<file path="src/rtl/wdt_pkg.sv">
package wdt_pkg;

    typedef enum logic [1:0] {
        ST_IDLE     = 2'd0,
        ST_ARMED    = 2'd1,
        ST_WARNED   = 2'd2,
        ST_FALLBACK = 2'd3
    } wdt_state_t;

    localparam int ADDR_W = 4;
    localparam int DATA_W = 8;
    localparam int TMO_W  = 4;

    localparam logic [ADDR_W-1:0] ADDR_FREQ   = 4'd4;
    localparam logic [ADDR_W-1:0] ADDR_CTL    = 4'd12;
    localparam logic [ADDR_W-1:0] ADDR_STAGE  = 4'd13;
    localparam logic [ADDR_W-1:0] ADDR_COMMIT = 4'd14;

    localparam int CTL_FB_BIT  = 6;
    localparam int CTL_RST_BIT = 7;

endpackage

</file>
<file path="src/rtl/wdt_regs.sv">
module wdt_regs
    import wdt_pkg::*;
#(
    parameter int FREQ_W = 5
) (
    input  logic                clk,
    input  logic                rst_n,
    input  logic [FREQ_W-1:0]   strap_code,
    input  logic                wr_en,
    input  logic [ADDR_W-1:0]   wr_addr,
    input  logic [DATA_W-1:0]   wr_data,
    input  logic                fb_load,
    output logic [FREQ_W-1:0]   freq_code,
    output logic [TMO_W-1:0]    tmo_field,
    output logic                rst_en,
    output logic                sw_chg,
    output logic                disarm
);

    logic              taken_q;
    logic [FREQ_W-1:0] freq_q;
    logic [FREQ_W-1:0] prev_q;
    logic [FREQ_W-1:0] strap_q;
    logic [FREQ_W-1:0] stage_q;
    logic              fb_sel_q;
    logic [FREQ_W-1:0] new_code;
    logic              wr_ctl;

    assign wr_ctl    = wr_en && (wr_addr == ADDR_CTL);
    assign disarm    = wr_ctl && (wr_data[TMO_W-1:0] == '0);
    assign sw_chg    = taken_q && wr_en &&
                       ((wr_addr == ADDR_FREQ) || ((wr_addr == ADDR_COMMIT) && wr_data[0]));
    assign new_code  = (wr_addr == ADDR_FREQ) ? wr_data[FREQ_W-1:0] : stage_q;
    assign freq_code = taken_q ? freq_q : strap_code;

    always_ff @(posedge clk or negedge rst_n) begin
        if (!rst_n) begin
            taken_q   <= 1'b0;
            freq_q    <= '0;
            prev_q    <= '0;
            strap_q   <= '0;
            stage_q   <= '0;
            tmo_field <= '0;
            fb_sel_q  <= 1'b0;
            rst_en    <= 1'b0;
        end else begin
            if (!taken_q) begin
                taken_q <= 1'b1;
                strap_q <= strap_code;
                freq_q  <= strap_code;
                prev_q  <= strap_code;
            end else if (sw_chg) begin
                prev_q <= freq_q;
                freq_q <= new_code;
            end else if (fb_load) begin
                freq_q <= fb_sel_q ? strap_q : prev_q;
            end
            if (wr_ctl) begin
                tmo_field <= wr_data[TMO_W-1:0];
                fb_sel_q  <= wr_data[CTL_FB_BIT];
                rst_en    <= wr_data[CTL_RST_BIT];
            end
            if (wr_en && (wr_addr == ADDR_STAGE)) begin
                stage_q <= wr_data[FREQ_W-1:0];
            end
        end
    end

endmodule

</file>
<file path="src/rtl/wdt_timer.sv">
module wdt_timer
    import wdt_pkg::*;
#(
    parameter int STEP_CYCLES = 1024
) (
    input  logic             clk,
    input  logic             rst_n,
    input  logic             load,
    input  logic             stop,
    input  logic [TMO_W-1:0] tmo_field,
    output logic             fire
);

    localparam int CW = TMO_W + $clog2(STEP_CYCLES + 1) + 1;

    logic [CW-1:0] cnt_q;
    logic [CW-1:0] load_val;

    assign load_val = CW'(tmo_field) * CW'(STEP_CYCLES);
    assign fire     = (cnt_q == CW'(1));

    always_ff @(posedge clk or negedge rst_n) begin
        if (!rst_n) begin
            cnt_q <= '0;
        end else if (stop) begin
            cnt_q <= '0;
        end else if (load) begin
            cnt_q <= load_val;
        end else if (cnt_q != '0) begin
            cnt_q <= cnt_q - CW'(1);
        end
    end

endmodule

</file>
<file path="src/rtl/wdt_pulse.sv">
module wdt_pulse #(
    parameter int PULSE_LEN = 16
) (
    input  logic clk,
    input  logic rst_n,
    input  logic go,
    output logic pulse_n
);

    localparam int PW = $clog2(PULSE_LEN + 1);

    logic [PW-1:0] left_q;

    assign pulse_n = (left_q == '0);

    always_ff @(posedge clk or negedge rst_n) begin
        if (!rst_n) begin
            left_q <= '0;
        end else if (go) begin
            left_q <= PW'(PULSE_LEN);
        end else if (left_q != '0) begin
            left_q <= left_q - PW'(1);
        end
    end

endmodule

</file>
<file path="src/rtl/freq_recovery_wdt.sv">
module freq_recovery_wdt
    import wdt_pkg::*;
#(
    parameter int FREQ_W      = 5,
    parameter int STEP_CYCLES = 1024,
    parameter int PULSE_LEN   = 16
) (
    input  logic              clk,
    input  logic              rst_n,
    input  logic [FREQ_W-1:0] strap_code,
    input  logic              wr_en,
    input  logic [3:0]        wr_addr,
    input  logic [7:0]        wr_data,
    output logic [FREQ_W-1:0] freq_code,
    output logic              sys_rst_n,
    output logic              wdt_alarm
);

    wdt_state_t       state_q;
    wdt_state_t       state_d;
    logic [TMO_W-1:0] tmo_field;
    logic             rst_en;
    logic             sw_chg;
    logic             disarm;
    logic             tmo_fire;
    logic             fb_load;
    logic             tmr_load;
    logic             tmr_stop;
    logic             pulse_go;
    logic             alarm_q;

    wdt_regs #(.FREQ_W(FREQ_W)) u_regs (
        .clk        (clk),
        .rst_n      (rst_n),
        .strap_code (strap_code),
        .wr_en      (wr_en),
        .wr_addr    (wr_addr),
        .wr_data    (wr_data),
        .fb_load    (fb_load),
        .freq_code  (freq_code),
        .tmo_field  (tmo_field),
        .rst_en     (rst_en),
        .sw_chg     (sw_chg),
        .disarm     (disarm)
    );

    wdt_timer #(.STEP_CYCLES(STEP_CYCLES)) u_timer (
        .clk       (clk),
        .rst_n     (rst_n),
        .load      (tmr_load),
        .stop      (tmr_stop),
        .tmo_field (tmo_field),
        .fire      (tmo_fire)
    );

    wdt_pulse #(.PULSE_LEN(PULSE_LEN)) u_pulse (
        .clk     (clk),
        .rst_n   (rst_n),
        .go      (pulse_go),
        .pulse_n (sys_rst_n)
    );

    // Next-state logic
    always_comb begin
        state_d = state_q;
        if (disarm) begin
            state_d = ST_IDLE;
        end else if (sw_chg && (tmo_field != '0)) begin
            state_d = ST_ARMED;
        end else if (tmo_fire) begin
            unique case (state_q)
                ST_IDLE:     state_d = ST_IDLE;
                ST_ARMED:    state_d = ST_WARNED;
                ST_WARNED:   state_d = ST_FALLBACK;
                ST_FALLBACK: state_d = ST_FALLBACK;
            endcase
        end
    end

    // State register
    always_ff @(posedge clk or negedge rst_n) begin
        if (!rst_n) begin
            state_q <= ST_IDLE;
        end else begin
            state_q <= state_d;
        end
    end

    // Outputs of the machine
    always_comb begin
        tmr_stop = (state_d == ST_IDLE);
        tmr_load = (state_d != ST_IDLE) && (sw_chg || tmo_fire);
        pulse_go = 1'b0;
        fb_load  = 1'b0;
        if (tmo_fire && !disarm) begin
            unique case (state_q)
                ST_IDLE:     pulse_go = 1'b0;
                ST_ARMED:    pulse_go = rst_en;
                ST_WARNED,
                ST_FALLBACK: begin
                    pulse_go = rst_en;
                    fb_load  = 1'b1;
                end
            endcase
        end
    end

    always_ff @(posedge clk or negedge rst_n) begin
        if (!rst_n) begin
            alarm_q <= 1'b0;
        end else if (disarm) begin
            alarm_q <= 1'b0;
        end else if (tmo_fire && (state_q != ST_IDLE)) begin
            alarm_q <= 1'b1;
        end
    end

    assign wdt_alarm = alarm_q;

endmodule

</file>
<file path="config.mk">
export PLATFORM = sky130hd
export DESIGN_NAME = freq_recovery_wdt
export DESIGN_NICKNAME = d
export VERILOG_FILES = /design/src/rtl/wdt_pkg.sv /design/src/rtl/wdt_regs.sv /design/src/rtl/wdt_timer.sv /design/src/rtl/wdt_pulse.sv /design/src/rtl/freq_recovery_wdt.sv
export SDC_FILE = /design/constraint.sdc
export NUM_CORES = 1
export LEC_CHECK = 0
export CORE_MARGIN = 1
export CORE_UTILIZATION = 40
export DETAILED_ROUTE_END_ITERATION = 6
export MAX_ROUTING_LAYER = met4
export SETUP_SLACK_MARGIN = 0.4
export SLEW_MARGIN = 20
export SYNTH_ARGS = -nofsm -noshare
export SYNTH_HDL_FRONTEND = slang
export SYNTH_HIERARCHICAL = 1
export SYNTH_SLANG_ARGS = --single-unit
</file>
<file path="constraint.sdc">
create_clock -name clk -period 2.8 [get_ports clk]
set_input_delay 0.56 -clock clk [delete_from_list [all_inputs] [get_ports clk]]
set_output_delay 0.56 -clock clk [all_outputs]
set_load 0.02 [all_outputs]
</file>
==> After elaboration in Yosys (flattened, before gate mapping) <==
Cells that the tools add are included.
Widths: inputs -> output; s select.
{ "word_totals": {"reg_bits": 51, "input_bits": 20, "wordCells": 74} }
{ "op_classes": {"add_sub_neg": 2, "n_eq_ne": 10, "muxes": 23, "n_reduce_logical": 27} }
{ "op_table": {"columns": ["cell", "n"], "rows": [
  ["$mux 5", 10],
  ["$mux 16", 3],
  ["$eq 16x1->1 const B", 1],
  ["$reduce_bool 16->1", 1],
  ["$sub 16x1->16 const B", 1],
  ["$eq 4x4->1 const B", 3],
  ["$logic_and 1x1->1", 10],
  ["$reduce_bool 2->1", 4],
  ["$mux 2", 3],
  ["$pmux 2 s3", 1],
  ["$logic_not 5->1", 1],
  ["$mux 1", 5],
  ["$reduce_bool 5->1", 1],
  ["$sub 5x1->5 const B", 1],
  ["$eq 2x2->1 const B", 2],
  ["$eq 4x3->1 const B", 1],
  ["$logic_not 2->1", 2],
  ["$logic_not 4->1", 1],
  ["$reduce_bool 4->1", 1],
  ["$ne 3x3->1 const B", 1],
  ["$reduce_bool 3->1", 1],
  ["$reduce_or 3->1", 1],
  ["$eq 2x1->1 const B", 1],
  ["$logic_or 1x1->1", 2],
  ["other kinds (4)", 4]
]} }

==> Depth between registers and ports, before layout <==
Gate-level depths: netlist of run 1.
{ "depth": {"depth_word": 11, "ltp_mapped": 10, "mapped_depth_nobuf": 9} }

==> Hierarchy <==
The synthesis of run 1 kept the hierarchy.
{ "modules_own_cells": {"columns": ["mod", "instances", "cells_each", "area_per_inst_um2", "seq_area_each_um2"], "rows": [
  ["wdt_regs", 1, 113, 1341.3, 675.6],
  ["wdt_timer", 1, 104, 991.0, 400.4],
  ["wdt_pulse", 1, 26, 255.2, 125.1],
  ["freq_recovery_wdt", 1, 17, 190.2, 75.1]
]} }

==> Least setup slack after synthesis of run 1 <==
Ideal clock, no wire load.
{ "synth_path": {"kind": "input to register", "startpoint": "input port wr_addr[3]", "endpoint": "register u_timer.cnt_q[7]", "t_arrival_ns": 2.524, "setup_slack_ns": 0.166, "cell_stages": 9, "n_path_buf": 2, "cell_sequence": "or2_4 -> a211o_2 -> buf_6 -> nor2_1 -> o41ai_4 -> a21o_2 -> or2_1 -> clkbuf_1 -> o41ai_1"} }
{ "synth_between": {"word_cells_on_any_way": 18, "cone_classes": "3 x eq/ne; 4 x mux; 11 x reduce/logical"} }
{ "synth_lines": {"columns": ["item", "line", "rtl"], "rows": [
  ["start: declaration", "freq_recovery_wdt.sv:12", "input logic [3:0] wr_addr,"],
  ["$eq 4x4->1", "wdt_regs.sv:32", "((wr_addr == ADDR_FREQ) || ((wr_addr == ADDR_COMMIT) && wr_data[0]));"],
  ["$logic_and 1x1->1", "wdt_regs.sv:32", null],
  ["$logic_or 1x1->1 (*)", "wdt_regs.sv:32", null],
  ["$logic_and 1x1->1 (*)", "wdt_regs.sv:31", "assign sw_chg = taken_q && wr_en &&"],
  ["via sw_chg", "freq_recovery_wdt.sv:23", "logic sw_chg;"],
  ["$logic_and 1x1->1 (*)", "freq_recovery_wdt.sv:68", "end else if (sw_chg && (tmo_field != '0)) begin"],
  ["$mux 2 (*)", "freq_recovery_wdt.sv:68", null],
  ["$mux 2 (*)", "freq_recovery_wdt.sv:66", "if (disarm) begin"],
  ["$logic_not 2->1 (*)", "freq_recovery_wdt.sv:91", "tmr_stop = (state_d == ST_IDLE);"],
  ["via tmr_stop", "freq_recovery_wdt.sv:28", "logic tmr_stop;"],
  ["$reduce_bool 3->1 (no source line) or $mux 16 (tied branches)", null, null],
  ["end signal: assignment", "wdt_timer.sv:28", "cnt_q <= load_val;"],
  ["end signal: assignment", "wdt_timer.sv:30", "cnt_q <= cnt_q - CW'(1);"],
  ["end: declaration", "wdt_timer.sv:16", "logic [CW-1:0] cnt_q;"]
]} }
Mark *: on every way through the listed nets, which the timed path passes. The rest lies on a longest branch.
A chain may end at the register's enable or synchronous reset.

==> Worst setup path after layout of run 1 <==
{ "layout_path": {"startpoint": "register u_pulse.left_q[0]", "endpoint": "output port sys_rst_n"} }
{ "layout_between": {"elab_chain_len": 1} }
{ "layout_lines": {"columns": ["item", "line", "rtl"], "rows": [
  ["start: declaration", "wdt_pulse.sv:12", "logic [PW-1:0] left_q;"],
  ["start signal: assignment", "wdt_pulse.sv:20", "left_q <= PW'(PULSE_LEN);"],
  ["start signal: assignment", "wdt_pulse.sv:22", "left_q <= left_q - PW'(1);"],
  ["$logic_not 5->1", "wdt_pulse.sv:14", "assign pulse_n = (left_q == '0);"],
  ["end: declaration", "freq_recovery_wdt.sv:15", "output logic sys_rst_n,"]
]} }
No other way between the ends.

==> results of run 1 <==
==> worst paths after layout <==
check	start	end	slack (ns)
max	u_pulse/left_q[0]	sys_rst_n	0.47
max reg2reg	u_timer/cnt_q[14]	u_regs/freq_q[3]	0.50
min reg2reg	u_regs/strap_q[0]	u_regs/strap_q[0]	0.49
max in group asynchronous	rst_n	u_regs/prev_q[0]	2.01
min in group clk	u_regs/strap_q[0]	u_regs/strap_q[0]	0.49
min	rst_n	u_timer/cnt_q[6]	0.35
==> cell type report <==
cell class,count,area (um2),area share (%)
Multi-Input combinational cell,188,1474,43.06
Clock inverter,2,12.51,0.3655
Tap cell,80,100.1,2.924
Inverter,11,43.79,1.279
Clock buffer,6,72.57,2.120
Timing Repair Buffer,51,444.2,12.98
Sequential cell,51,1276,37.28
==> kinds of logic (layout without fill, tap and decap cells) <==
kind of cell	after synthesis	after routing	share of synthesized area (%)
compound gates	47	47	15.00
fa+ha+maj	3	3	1.351
flops	51	51	45.95
xor+xnor	5	5	1.577
buf+inv	21	70	3.243
other cells	1	1	0.1350
simple gates	105	105	22.30
mux	27	27	10.45
==> placed cells by master (no fill, tap or decap), types with 3 or more instances in the layout <==
master,synthesis,final
a21oi_1,12,11
or3_1,5,5
dlygate4sd2_1,0,4
inv_1,10,10
clkdlybuf4s50_1,0,16
nor4_1,3,3
nand3_1,5,5
nand2b_1,5,5
dfrtp_1,51,51
mux2i_1,11,11
o311ai_2,5,5
o2111ai_1,5,5
dlymetal6s2s_1,0,3
clkbuf_8,0,5
mux2_1,16,16
a21o_1,3,3
o211a_1,4,4
nor2_1,17,15
buf_4,0,26
nand2_1,40,40
xnor2_1,3,3
==> worst max-delay path, delay by kind of cell (launching register included) <==
kind	cells	cell delay (ns)
adders and majority gates	1	0.20
and+or+nand+nor	1	0.47
DFF	1	0.41
buffers and inverters	3	0.39
==> metal layers <==
| layer | share of wire (%) | vias up |
|---|---|---|
| li1 | - | 1040 |
| met1 | 48 | 1057 |
| met2 | 47 | 48 |
| met3 | 3.7 | 5 |
| met4 | 0.72 | 0 |
| met5 | 0 | - |
==> registers in the layout (all words and copies together) (netlist names) <==
| signal | flops |
|---|---|
| wdt_alarm | 1 |
| u_regs/rst_en | 1 |
| u_regs/strap_q | 5 |
| u_regs/prev_q | 5 |
| u_regs/tmo_field | 4 |
| u_regs/taken_q | 1 |
| u_pulse/left_q | 5 |
| u_regs/fb_sel_q | 1 |
| state_q | 2 |
| u_timer/cnt_q | 16 |
| u_regs/freq_q | 5 |
| u_regs/stage_q | 5 |
==> metrics by stage <==
stage	cell area, um2	instances	hold WS, ns
floorplan	2814	260	0.2644
global placement	3239	374	0.4638
detailed placement	3239	374	0.4681
CTS	3385	386	0.3806
global route	3423	389	0.4025
finish	3423	389	0.3507
==> where the power goes <==
group | total (W) | internal (W) | switching (W)
clock | 0.000422 | 0.000175 | 0.000247
sequential | 0.00120 | 0.000950 | 0.000249
combinational | 0.00118 | 0.000602 | 0.000581
==> repair_timing <==
action	CTS	global route
pin swaps	3	4
setup endpoints to repair	25	23
hold buffers	0	0
gates resized for setup	17	5
setup buffers	4	3
==> metrics, run 1 <==
status finished, final reports clean; ys async rst share 100.0%; nets 331; largest fanout on the critical path 5; final count of negative-setup-slack endpoints 0; worst path cell trace inv_1 -> ha_2 -> or4b_4 -> inv_1 -> clkdlybuf4s15_2; die height 85.33 um; DR WL/cell 15.04 um; Commonest cells post-synth dfrtp_1 (51), nand2_1 (40), nor2_1 (17); critical path type flip-flop to output port; Clock Latency Late Sink 0.31 ns; via-per-instance ratio 5.527; synth warn 6; highest clock rate 428.8 MHz; CTS clock-pin slew for the worst setup and hold paths 0.10 ns; n_diodes 0; CP startpoint kind flip-flop; Port-buffer cells 25; share of cells above drive strength 1 21.04%; post-route core utilization 50.67%; # DRC 0; delay of the slowest critical-path stage 0.47 ns; final hold vios 0; Final TNS setup 0 ns; first-pass GRT wire length 10,090 um; post-route ant nets 0; average cell area after synthesis 10.68 um2; Synth Register Bits 51; Root Buffer clkbuf_8; Clock Skews 0.008954 ns; top cell type's share of synthesized area 45.95%; Worst path most repeated cell inv_1; total CTS buffers 5; synthesized area 2778 um2; All-Layer GR Usage 17.97%; area leader, netlist dfrtp_1; Max IR drop VDD 0.0003121 V; grt ovf 0; via count 2,150; H-tree depth 2; syn nets 283; Static Leak 1.561 nW; routed wire length 5850 um; reg2reg path depth 7; Layout area overhead 23.24%; Hold Path Class input port to async pin; Starting Density 41.11%; GR Util met3 3.502%; Synth area leaders dfrtp_1 (46%), mux2_1 (6.5%), nand2_1 (5.4%), mux2i_1 (4.0%), o311ai_2 (2.9%); critical path data required time 2.24 ns; initial drt markers 93; Final Slew Violations 0; Max clock buf depth 2; RSZ-0062 raised after global routing no; Final GP Congestion 0.7727; setup ws final 0.4678 ns; iteration count of the initial detailed-routing pass 4; EDFF count, synth 0; hpwl dp 4195 um; total power 0.002804 W; vias in the first global route 2,085; max_cap viols 0; busiest grt layer met2; maximum number of pins on one net before global-route repair 52; crit path DAT 1.77 ns; synthesized instance count 260; I/O pin total 27; Die W 85.33 um; met1 usage 24.60%; pre-CTS setup slack -0.05877 ns; period utilisation layout 83.29%; Rel. slew slack 56.84%; met2 GRT Util 27.49%; worst-margin pin slew 0.6474 ns; initial antenna violation count 0; post-layout min period 2.332 ns; CTS Sinks 51; PwrDens 819.0 nW/um2; slowest stage cell, crit path or4b_4; Die Area 7281 um2; library cells used by synthesis 61; row cnt 30; area of the core 6756 um2; Crit. End Element output port; CTS tree built; sequential area share after synthesis 45.95%; predominant post-synthesis flop cell dfrtp_1; leading cell type by number of instances after synthesis dfrtp_1; Layout fillers 636
(Power assumes the default switching activity.)
==> inputs of run 2 (changes only) <==
==> constraint.sdc (replaced) <==
create_clock -name clk -period 2.4 [get_ports clk]
set_input_delay 0.48 -clock clk [delete_from_list [all_inputs] [get_ports clk]]
set_output_delay 0.48 -clock clk [all_outputs]
set_load 0.02 [all_outputs]
==> run 2 against run 1 <==
Net effect: hold slack got worse by 0.17 ns; sequential power is 14% higher; register-to-register slack lost 0.39 ns; cell count grew 5.9%; sequential cell count did not move; design area increased by 9.7%; sequential share of layout area fell by 3.3 points; critical endpoint is now u_timer/cnt_q[9]; largest cell class unchanged.
==> metrics, run 2 (synthesis results as in run 1) <==
n_diodes 0 (unchanged); Port-buffer cells 25 (unchanged); Placement Cell Area 3385 um2 (was 3239 um2); grt ovf 0 (unchanged); Hold Path Class input port to async pin (unchanged); status finished, final reports clean (unchanged); routed wire length 6354 um (was 5850 um); worst hold slack 0.1820 ns (was 0.3507 ns); most common cell after layout, fill and taps aside dfrtp_1 (unchanged); Max clock buf depth 2 (unchanged); hpwl dp 4442 um (was 4195 um); Die W 85.33 um (unchanged); CP startpoint kind flip-flop (unchanged); Rel. slew slack 58.80% (was 56.84%); first-pass GRT wire length 10,470 um (was 10,090 um); PwrDens 967.3 nW/um2 (was 819.0 nW/um2); I/O pin total 27 (unchanged); Layout fillers 596 (was 636); critical path type flip-flop to flip-flop (was flip-flop to output port); iteration count of the initial detailed-routing pass 4 (unchanged); CTS Sinks 51 (unchanged); Final GP Congestion 0.8437 (was 0.7727); Layout area overhead 35.18% (was 23.24%); Die Area 7281 um2 (unchanged); nets 354 (was 331); largest fanout on the critical path 4 (was 5); max_cap viols 0 (unchanged); post-layout min period 2.287 ns; initial drt markers 114 (was 93); Final Slew Violations 0 (unchanged); All-Layer GR Usage 18.97% (was 17.97%); Clock Latency Late Sink 0.30 ns (was 0.31 ns); critical path data required time 2.60 ns (was 2.24 ns); pre-CTS setup slack -0.4286 ns (was -0.05877 ns); # DRC 0 (unchanged); Clock Skews 0.01065 ns (was 0.008954 ns); final non-filler cell total 412 (was 389); H-tree depth 2 (unchanged); CTS Hold Buffers Added 0 (unchanged); via count 2,212 (was 2,150); die height 85.33 um (unchanged); post-route ant nets 0 (unchanged); worst-margin pin slew 0.6180 ns (was 0.6474 ns); area of the core 6756 um2 (unchanged); final count of negative-setup-slack endpoints 0 (unchanged); vias in the first global route 2,145 (was 2,085); total CTS buffers 5 (unchanged); highest clock rate 437.3 MHz; post-route cell area 3755 um2 (was 3423 um2); Starting Density 41.11% (unchanged); Top reg by flops u_timer/cnt_q (unchanged); via-per-instance ratio 5.369 (was 5.527); setup ws final 0.1134 ns (was 0.4678 ns); initial antenna violation count 0 (unchanged); maximum number of pins on one net before global-route repair 29 (was 52); CTS tree built (unchanged); Root Buffer clkbuf_8 (unchanged); Crit. End Element flip-flop (was output port); RSZ-0062 raised after global routing yes (was no); share of cells above drive strength 1 35.84% (was 21.04%); Static Leak 1.734 nW (was 1.561 nW); period utilisation layout 95.28%; crit path DAT 2.49 ns (was 1.77 ns); Final TNS setup 0 ns (unchanged); reg2reg path depth 10 (was 7); Max IR drop VDD 0.0003379 V (was 0.0003121 V); row cnt 30 (unchanged); final hold vios 0 (unchanged); commonest cells after routing, fill and taps aside dfrtp_1 (51), buf_4 (42), nand2_1 (35) (was dfrtp_1 (51), nand2_1 (40), buf_4 (26)); # placed instances 391 (was 374); CTS clock-pin slew for the worst setup and hold paths 0.10 ns (about the same); DR WL/cell 15.42 um (was 15.04 um); number of flip-flops under the largest register name 16 (unchanged)
[run 2: changes by cell type in the layout (fill, tap and decap cells not counted), moves of 5 or more]
| cell | delta |
|---|---|
| clkbuf_2 | +5 |
| buf_4 | +16 |
| nand2_1 | -5 |
| o2111ai_1 | -5 |
| o2111ai_2 | +5 |
| buf_6 | +6 |
| nand2_2 | +5 |
[run 2: layout make-up]
| type | instances | area, um2 | area share [%] |
|---|---|---|---|
| multi-input combinational | 189 | 1595 | 42.49 |
| sequential | 51 | 1276 | 33.99 |
| timing repair buffer | 73 | 621.8 | 16.56 |
| tap | 80 | 100.1 | 2.666 |
| clock buffer | 5 | 68.82 | 1.833 |
| inverter | 11 | 48.80 | 1.300 |
| clock inverter | 3 | 43.79 | 1.166 |
[run 2: metal layers]
metal	up-vias	global-route usage, %	routed length, um
met5	-	-	0
met4	0	4.848	38
met3	4	3.405	149
met2	30	30.50	3222
met1	1086	24.94	2944
li1	1092	-	-
[run 2: critical path: stages, from the launching register on]
cell,delay (ns)
dfrtp_1,0.38
or4_4,0.57
nor3_4,0.15
and4_4,0.26
o22ai_2,0.07
a21oi_2,0.22
nor2_1,0.08
buf_4,0.16
nand2_2,0.05
a31oi_1,0.04
a41o_1,0.21
[run 2: timing repair]
action / in CTS / in global routing
cloned: 1 / 0
pin swaps: 12 / 15
gates resized for setup: 23 / 48
setup buffers: 1 / 11
endpoints found under the setup margin: 37 / 32
[run 2: path summary, 6_finish.rpt]
check                           slack [ns]              start           endpoint
worst max-delay path                  0.11  u_timer/cnt_q[13]   u_timer/cnt_q[9]
worst min-delay path                  0.18              rst_n  u_pulse/left_q[2]
worst max register to register        0.11  u_timer/cnt_q[13]   u_timer/cnt_q[9]
worst min register to register        0.49  u_regs/strap_q[0]  u_regs/strap_q[0]
max in group asynchronous             1.58              rst_n  u_timer/cnt_q[11]
min in group clk                      0.49  u_regs/strap_q[0]  u_regs/strap_q[0]
[run 2: power breakdown]
group          total (W)  internal, W  switching (W)
Clock           0.000607     0.000311       0.000296
Combinational    0.00165     0.000856       0.000795
Sequential       0.00137      0.00111       0.000266
Total            0.00363      0.00228        0.00136
[run 2: metrics by stage]
step / total power (W) / util, %
after floorplan: 0.002298 / -
after global placement: 0.002807 / 50.09
after detailed placement: 0.002836 / 50.09
after CTS: 0.003522 / 52.57
after global routing: 0.003903 / 55.57
final: 0.003632 / 55.57
==> inputs of run 3 (changes only) <==
--- a/config.mk
+++ b/config.mk
@@ -5,7 +5,7 @@
 export SDC_FILE = /design/constraint.sdc
 export NUM_CORES = 1
 export LEC_CHECK = 0
-export CORE_MARGIN = 1
+export CORE_MARGIN = 2
 export CORE_UTILIZATION = 40
 export DETAILED_ROUTE_END_ITERATION = 6
 export MAX_ROUTING_LAYER = met4
==> constraint.sdc (replaced) <==
create_clock -name clk -period 2.14 [get_ports clk]
set_input_delay 0.428 -clock clk [delete_from_list [all_inputs] [get_ports clk]]
set_output_delay 0.428 -clock clk [all_outputs]
set_load 0.02 [all_outputs]
==> run 3 against run 2 <==
Net effect: the flow now finishes with violations (negative setup slack); first-iteration DRC count is 22% higher; core utilization is 2.7 points higher; register-to-register slack worse by 0.29 ns; count of clock-buffer cells in the layout is 1 higher; worst setup slack worse by 0.29 ns; die area is 4.7% higher; sequential cell count stayed put; cell count is 4.4% higher; via count is 4.7% higher; critical path depth is 1 lower; sequential share of layout area is 1.6 points lower; combinational power is 24% higher; largest power group unchanged.
==> metrics, run 3 (synthesis results as in run 1) <==
status finished with violations (was finished, final reports clean); failing checks negative setup slack; Layout fillers 607 (was 596); Met1 Routed Length 3100 um (was 2944 um); maximum number of pins on one net before global-route repair 32 (was 29); post-route cell area 3940 um2 (was 3755 um2); Top reg by flops u_timer/cnt_q (unchanged); Placement Cell Area 3491 um2 (was 3385 um2); iteration count of the initial detailed-routing pass 4 (unchanged); delay of the slowest critical-path stage 0.56 ns (was 0.57 ns); met3 wire length 185 um (was 149 um); routed wire length 6390 um (was 6354 um); commonest cells after routing, fill and taps aside buf_4 (53), dfrtp_1 (50), nand2_1 (28) (was dfrtp_1 (51), buf_4 (42), nand2_1 (35)); Multi-input gate area 1649 um2 (was 1595 um2); Hold Path Class input port to async pin (unchanged); via-per-instance ratio 5.384 (was 5.369); DR WL/cell 14.86 um (was 15.42 um); CTS tree built (unchanged); PwrDens 1041 nW/um2 (was 967.3 nW/um2); Die Area 7627 um2 (was 7281 um2); Port-buffer cells 25 (unchanged); post-route ant nets 0 (unchanged); worst path cell trace or4_4 -> nor3_4 -> and4_4 -> buf_4 -> buf_6 -> and3b_2 -> nand2_1 -> o2111ai_2 -> o311ai_2 (was or4_4 -> nor3_4 -> and4_4 -> o22ai_2 -> a21oi_2 -> nor2_1 -> buf_4 -> nand2_2 -> a31oi_1 -> a41o_1); die height 87.33 um (was 85.33 um); CTS clock-pin slew for the worst setup and hold paths 0.10 ns (about the same); critical path data required time 2.32 ns (was 2.60 ns); H-tree depth 2 (unchanged); Final Slew Violations 0 (unchanged); CP startpoint u_timer/cnt_q[11] (was u_timer/cnt_q[13]); via count 2,315 (was 2,212); total CTS buffers 5 (unchanged); share of cells above drive strength 1 41.43% (was 35.84%); area of the core 6756 um2 (unchanged); Crit. End Element flip-flop (unchanged); Die W 87.33 um (was 85.33 um); CP startpoint kind flip-flop (unchanged); Root Buffer clkbuf_8 (unchanged); Starting Density 41.11% (unchanged); # DRC 0 (unchanged); n_diodes 0 (unchanged); highest clock rate 431.3 MHz (was 437.3 MHz); Rel. slew slack 66.26% (was 58.80%); initial antenna violation count 0 (unchanged); worst-margin pin slew 0.5062 ns (was 0.6180 ns); final hold vios 0 (unchanged); first-pass GRT wire length 10,870 um (was 10,470 um); pre-CTS setup slack -0.5372 ns (was -0.4286 ns); CTS Sinks 51 (unchanged); slowest stage cell, crit path or4_4 (unchanged); row cnt 30 (unchanged); I/O pin total 27 (unchanged); Static Leak 1.802 nW (was 1.734 nW); Critical Path End u_regs/freq_q[3] (was u_timer/cnt_q[9]); crit path DAT 2.50 ns (was 2.49 ns); All-Layer GR Usage 18.72% (was 18.97%); met2 WL 3052 um (was 3222 um); nets 372 (was 354); Clock Skews 0.007907 ns (was 0.01065 ns); total power 0.004103 W (was 0.003632 W); period utilisation layout 108.3% (was 95.28%); worst r2r src u_timer/cnt_q[11] (was u_timer/cnt_q[13]); Final TNS setup -2.272 ns (was 0 ns); Layout area overhead 41.85% (was 35.18%); most common cell after layout, fill and taps aside buf_4 (was dfrtp_1); Final GP Congestion 0.8661 (was 0.8437); largest fanout on the critical path 5 (was 4); initial drt markers 139 (was 114); critical path depth in cells 9 (was 10); uppermost routed layer met4 (unchanged); setup ws final -0.1784 ns (was 0.1134 ns); max_cap viols 0 (unchanged); final count of negative-setup-slack endpoints 21 (was 0); CP bufs+invs 2 (was 1); post-layout min period 2.318 ns (was 2.287 ns); Clock Latency Late Sink 0.31 ns (was 0.30 ns); number of flip-flops under the largest register name 16 (unchanged); Max IR drop VDD 0.0003557 V (was 0.0003379 V); r2r setup slk -0.18 ns (was 0.11 ns); worst hold slack 0.07870 ns (was 0.1820 ns); FF/Latch Area 1277 um2 (was 1276 um2); vias in the first global route 2,245 (was 2,145); CTS Hold Buffers Added 0 (unchanged); grt ovf 0 (unchanged); hpwl dp 4558 um (was 4442 um); R2R Path End u_regs/freq_q[3] (was u_timer/cnt_q[9]); critical path type flip-flop to flip-flop (unchanged); RSZ-0062 raised after global routing yes (unchanged); Max clock buf depth 2 (unchanged); Top delay family on crit path simple AND/OR/NAND/NOR gates (unchanged); reg2reg path depth 9 (was 10)
[run 3: changes by cell type in the layout (fill, tap and decap cells not counted), sizes merged]
| cell | previous run | this run |
|---|---|---|
| bufinv | 1 | 0 |
| clkdlybuf4s50 | 12 | 11 |
| inv | 10 | 11 |
| dlymetal6s2s | 4 | 2 |
| clkinv | 3 | 1 |
| dlygate4sd2 | 1 | 3 |
| clkdlybuf4s15 | 1 | 2 |
| buf | 50 | 73 |
| clkinvlp | 0 | 1 |
| clkbuf | 10 | 6 |
[run 3: area by class of cell]
cell class,count,area share (%)
Multi-Input combinational cell,189,41.85
Sequential cell,51,32.42
Inverter,11,1.175
Clock buffer,6,1.842
Tap cell,80,2.540
Timing Repair Buffer,91,19.85
Clock inverter,2,0.3176
[run 3: worst min-delay path by stage]
stage,from,end,slack (ns)
finish,rst_n,u_regs/strap_q[4],0.08
global route,rst_n,u_regs/stage_q[4],0.11
CTS,rst_n,u_regs/strap_q[4],0.09
detailed placement,rst_n,u_regs/strap_q[4],0.43
global placement,rst_n,u_regs/prev_q[0],0.43
floorplan,rst_n,state_q[0],0.13
[run 3: report_power, final]
group | switching [W] | leakage (nW) | internal, W
Sequential | 0.000269 | 0.630 | 0.00124
Clock | 0.000321 | 0.0412 | 0.000229
Combinational | 0.000965 | 1.13 | 0.00108
[run 3: timing repair]
item                                    CTS  global route
cloned                                    2             0
buffers inserted                         13             4
resized for setup                        68            31
pin swaps                                24            17
endpoints found under the setup margin   39            37
[run 3: stage by stage]
step           util [%]  cells
6_report          58.31    430
5_1_grt           58.31    430
2_1_floorplan         -    260
3_5_place_dp      51.67    403
4_1_cts           56.69    426
3_3_place_gp      51.67    403
[run 3: layer usage]
metal / track usage [%] / up-vias
met5: - / -
met4: 4.615 / 0
met3: 3.128 / 6
met2: 28.99 / 39
met1: 25.67 / 1148
li1: - / 1122
